## src/rtl/boot_overlay_pkg.sv

```systemverilog
package boot_overlay_pkg;
  typedef enum logic {
    MODE_BOOT_SLOW = 1'b0,
    MODE_RUN_FAST  = 1'b1
  } speed_mode_e;
endpackage

```

## src/rtl/boot_ce_gen.sv

```systemverilog
module boot_ce_gen
  import boot_overlay_pkg::*;
#(
  parameter int unsigned DIV = 16
) (
  input  logic        clk,
  input  logic        rst_n,
  input  speed_mode_e mode,
  output logic        ce
);
  localparam int unsigned CW = (DIV > 1) ? $clog2(DIV) : 1;
  localparam logic [CW-1:0] LAST = CW'(DIV - 1);

  generate
    if (DIV <= 1) begin : g_nodiv
      assign ce = rst_n;
    end else begin : g_div
      logic [CW-1:0] cnt_q;
      logic          slow_hit;

      assign slow_hit = (cnt_q == LAST);

      always_comb begin
        if (!rst_n)                     ce = 1'b0;
        else if (mode == MODE_RUN_FAST) ce = 1'b1;
        else                            ce = slow_hit;
      end

      always_ff @(posedge clk or negedge rst_n) begin
        if (!rst_n)                     cnt_q <= '0;
        else if (mode == MODE_RUN_FAST) cnt_q <= '0;
        else if (slow_hit)              cnt_q <= '0;
        else                            cnt_q <= cnt_q + 1'b1;
      end
    end
  endgenerate
endmodule

```

## src/rtl/boot_mode_fsm.sv

```systemverilog
module boot_mode_fsm
  import boot_overlay_pkg::*;
#(
  parameter int unsigned ADDR_W    = 16,
  parameter int unsigned TRIG_ADDR = 0
) (
  input  logic              clk,
  input  logic              rst_n,
  input  logic [ADDR_W-1:0] addr,
  input  logic              ce,
  output speed_mode_e       mode
);
  localparam logic [ADDR_W-1:0] TRIG = ADDR_W'(TRIG_ADDR);

  speed_mode_e mode_q, mode_d;
  logic        trig_access;

  assign trig_access = ce && (addr == TRIG);

  always_comb begin
    mode_d = mode_q;
    case (mode_q)
      MODE_BOOT_SLOW: if (trig_access) mode_d = MODE_RUN_FAST;
      MODE_RUN_FAST:  mode_d = MODE_RUN_FAST;
      default:        mode_d = MODE_BOOT_SLOW;
    endcase
  end

  always_ff @(posedge clk or negedge rst_n) begin
    if (!rst_n) mode_q <= MODE_BOOT_SLOW;
    else        mode_q <= mode_d;
  end

  assign mode = mode_q;
endmodule

```

## src/rtl/boot_addr_decode.sv

```systemverilog
module boot_addr_decode
  import boot_overlay_pkg::*;
#(
  parameter int unsigned ADDR_W    = 16,
  parameter int unsigned ROM_BYTES = 2048
) (
  input  logic [ADDR_W-1:0] addr,
  input  logic              rd_wr,
  input  speed_mode_e       mode,
  output logic              rom_sel,
  output logic              ram_sel
);
  localparam int unsigned ROM_AW = $clog2(ROM_BYTES);

  logic in_top;
  logic booting;

  assign in_top  = &addr[ADDR_W-1:ROM_AW];
  assign booting = (mode == MODE_BOOT_SLOW);

  assign rom_sel = booting && rd_wr && in_top;
  assign ram_sel = !rd_wr || !in_top || !booting;
endmodule

```

## src/rtl/boot_overlay_ctrl.sv

```systemverilog
module boot_overlay_ctrl
  import boot_overlay_pkg::*;
#(
  parameter int unsigned ADDR_W    = 16,
  parameter int unsigned ROM_BYTES = 2048,
  parameter int unsigned DIV       = 16,
  parameter int unsigned TRIG_ADDR = 0
) (
  input  logic              clk,
  input  logic              rst_n,
  input  logic [ADDR_W-1:0] addr,
  input  logic              rd_wr,
  output logic              rom_sel,
  output logic              ram_sel,
  output logic              cpu_ce
);
  speed_mode_e mode;

  boot_ce_gen #(.DIV(DIV)) u_ce (
    .clk   (clk),
    .rst_n (rst_n),
    .mode  (mode),
    .ce    (cpu_ce)
  );

  boot_mode_fsm #(.ADDR_W(ADDR_W), .TRIG_ADDR(TRIG_ADDR)) u_fsm (
    .clk   (clk),
    .rst_n (rst_n),
    .addr  (addr),
    .ce    (cpu_ce),
    .mode  (mode)
  );

  boot_addr_decode #(.ADDR_W(ADDR_W), .ROM_BYTES(ROM_BYTES)) u_dec (
    .addr    (addr),
    .rd_wr   (rd_wr),
    .mode    (mode),
    .rom_sel (rom_sel),
    .ram_sel (ram_sel)
  );
endmodule

```

## config.mk

```make
export PLATFORM = sky130hd
export DESIGN_NAME = boot_overlay_ctrl
export DESIGN_NICKNAME = d
export VERILOG_FILES = /design/src/rtl/boot_overlay_pkg.sv /design/src/rtl/boot_ce_gen.sv /design/src/rtl/boot_mode_fsm.sv /design/src/rtl/boot_addr_decode.sv /design/src/rtl/boot_overlay_ctrl.sv
export SDC_FILE = /design/constraint.sdc
export NUM_CORES = 1
export LEC_CHECK = 0
export ABC_AREA = 1
export BUFFER_PORTS_ARGS = -buffer_cell sky130_fd_sc_hd__buf_2
export CORE_AREA = 3 3 40 42
export DETAILED_ROUTE_END_ITERATION = 8
export DIE_AREA = 0 0 43 45
export GPL_TIMING_DRIVEN = 0
export SKIP_LAST_GASP = 1
export SYNTH_ARGS = -nofsm -noshare
export SYNTH_HDL_FRONTEND = slang
export SYNTH_SLANG_ARGS = --single-unit
```

## constraint.sdc

```tcl
create_clock -name clk -period 2.6 [get_ports clk]
set_input_delay 0.26 -clock clk [delete_from_list [all_inputs] [get_ports clk]]
set_output_delay 0.26 -clock clk [all_outputs]
set_load 0.02 [all_outputs]
```

==> results_dict.tcl <==
set metrics [dict create \
    clk_path_buf_depth 2 \
    cp.required_ps 2340 \
    final_cell_mix "buf_2 (21), nor2_1 (16), nand2_1 (9)" \
    cts-htree-levels 1 \
    design.core.area_um2 1285 \
    hold_violations 0 \
    place_congestion 0.6427 \
    yosysWarningCount 0 \
    via_count 342 \
    start_kind "input pin" \
    cts_tree "done" \
    worst_pin_slew_ps 132.3 \
    final_common_cell "buf_2" \
    drtIter0Drc 2 \
    grt_pass1_wl_um 1193 \
    setup-violations-final 0 \
    viasPerCell 3.931 \
    drt-pass1-iter-count 2 \
    fin_util 0.3710 \
    fmax_mhz 630.8 \
    synth_seq_cells 5 \
    synth_area_per_cell_um2 6.882 \
    worstSkewPairLatency_ps 250 \
    grt_antenna_before_repair 0 \
    yosysUniqueCellTypes 13 \
    io_buffers 21 \
    track_usage 0.08870 \
    leakage_uw 0.0002503 \
    clock-sinks 5 \
    r2r_cells 7 \
    initial_core_util 0.2463 \
    n_antenna_cell 0 \
    clock-skew-final_ps 3.735 \
    layout.nets 93 \
    cp_max_fo 6 \
    max_cap_viol_count 0 \
    vdd_ir_drop_max_uv 172.3 \
    grt_overflow_total 0 \
    crit_arrival_ps 1330 \
    final.period_utilization 0.6097 \
    grt_max_degree 7 \
    holdPathStages 6 \
    path_class "in2out" \
    die-area_um2 1935 \
    drive_above_1_share 0.4028 \
    synthCells 46 \
    p_per_area_nw_per_um2 414.5 \
    synthesis.area_um2 316.6 \
    hp-class "in2reg" \
    status "finished clean" \
    io_pins 22 \
    wl_um 737 \
    rsz0062_at_grt "no" \
    syn2layout_area_growth_pct 50.59 \
    num_rows 13 \
    finalCriticalPeriod_ps 1585 \
    clk_pin_slew_worst_paths_ps 40 \
    drc 0 \
    cts_setup_buffers 0 \
    wl_per_cell_um 8.471 \
    die_y_um 45 \
    numCtsBuffers 3 \
    slew_violations 0 \
    tns_ps 0 \
    max-slew-margin-rel 0.9111 \
    hpwlAfterDp_um 613.8 \
    ant_nets 0 \
    synth_fp_nets 66 \
    yosysSeqAreaShare 0.3953 \
    end_kind "primary output" \
    grt_pass1_vias 305 \
    root_buffer "clkbuf_4" \
    die_width_um 43 \
]
==> per-stage QoR <==
| stage | std cells | instance area, um2 | worst slack (ps) | hold WS [ps] | total power [uW] |
|---|---|---|---|---|---|
| finish | 87 | 476.7 | 1015 | 334.4 | 197.6 |
| global route | 87 | 476.7 | 940.2 | 350.0 | 210.5 |
| CTS | 87 | 476.7 | 994.1 | 330.8 | 201.7 |
| floorplan | 46 | 316.6 | 1454 | -35.59 | 87.14 |
| detailed placement | 82 | 440.4 | 1328 | 89.90 | 103.8 |
| global placement | 82 | 440.4 | 1337 | 88.73 | 103.3 |
==> flip-flops by register name (all words and copies together) (netlist names) <==
signal,flops
u_ce.g_div.cnt_q,4
u_fsm.mode,1
==> synth_stat cells, drive strengths merged <==
master | count | share of area
nand4 | 1 | 0.020
inv | 7 | 0.083
nand2 | 11 | 0.15
dfrtp | 5 | 0.40
ha | 1 | 0.040
nand3 | 2 | 0.047
xor2 | 1 | 0.028
nor2 | 17 | 0.23
nor3 | 1 | 0.016
==> per-layer routing <==
| metal | global-route usage | routed length (um) | part of all wire |
|---|---|---|---|
| met1 | 0.08802 | 309 | 0.42 |
| met2 | 0.1377 | 346 | 0.47 |
| met3 | 0.05976 | 68 | 0.092 |
| met4 | 0.05422 | 13 | 0.018 |
| met5 | 0 | 0 | 0 |
==> repair_timing <==
item | CTS | global route
gates resized for setup | 0 | 0
hold buffers | 1 | 0
endpoints found under the hold margin | 5 | 0
==> worst max-delay path: stages <==
cell	delay, ps
dlygate4sd3_1	520
buf_2	180
inv_1	90
nor2_4	110
buf_2	170
==> area by class of cell <==
class / count / area [um2]
fillers: 150 / 808.3
multi-input cells: 34 / 165.2
flip-flops and latches: 5 / 125.1
repair buffers: 22 / 115.1
clock buffers: 4 / 26.28
inverters: 7 / 26.28
well taps: 15 / 18.77
==> power breakdown <==
group	switching [uW]	total, uW	internal, uW
logic	11.1	25.3	14.2
registers	0	78.1	78.1
clock network	35.9	94.2	58.3
total	47.1	198	151
==> cells by family (layout without fill, tap and decap cells) <==
| logic type | Yosys count | count (layout) | share of synthesized area |
|---|---|---|---|
| adders and majority gates | 1 | 1 | 0.03952 |
| DFF | 5 | 5 | 0.3953 |
| and+or+nand+nor | 32 | 32 | 0.4545 |
| buffers and inverters | 7 | 33 | 0.08299 |
| xor gates and xnor gates | 1 | 1 | 0.02767 |
==> final timing paths <==
kind / startpoint / endpoint / slack (ps)
max in group asynchronous: rst_n / u_ce.g_div.cnt_q[3] / 2090
min in group asynchronous: rst_n / u_ce.g_div.cnt_q[1] / 360
min: addr[4] / u_fsm.mode / 330
min reg2reg: u_fsm.mode / u_ce.g_div.cnt_q[1] / 460
max reg2reg: u_ce.g_div.cnt_q[0] / u_fsm.mode / 1520
max: rst_n / cpu_ce / 1010
(Power assumes the default switching activity.)
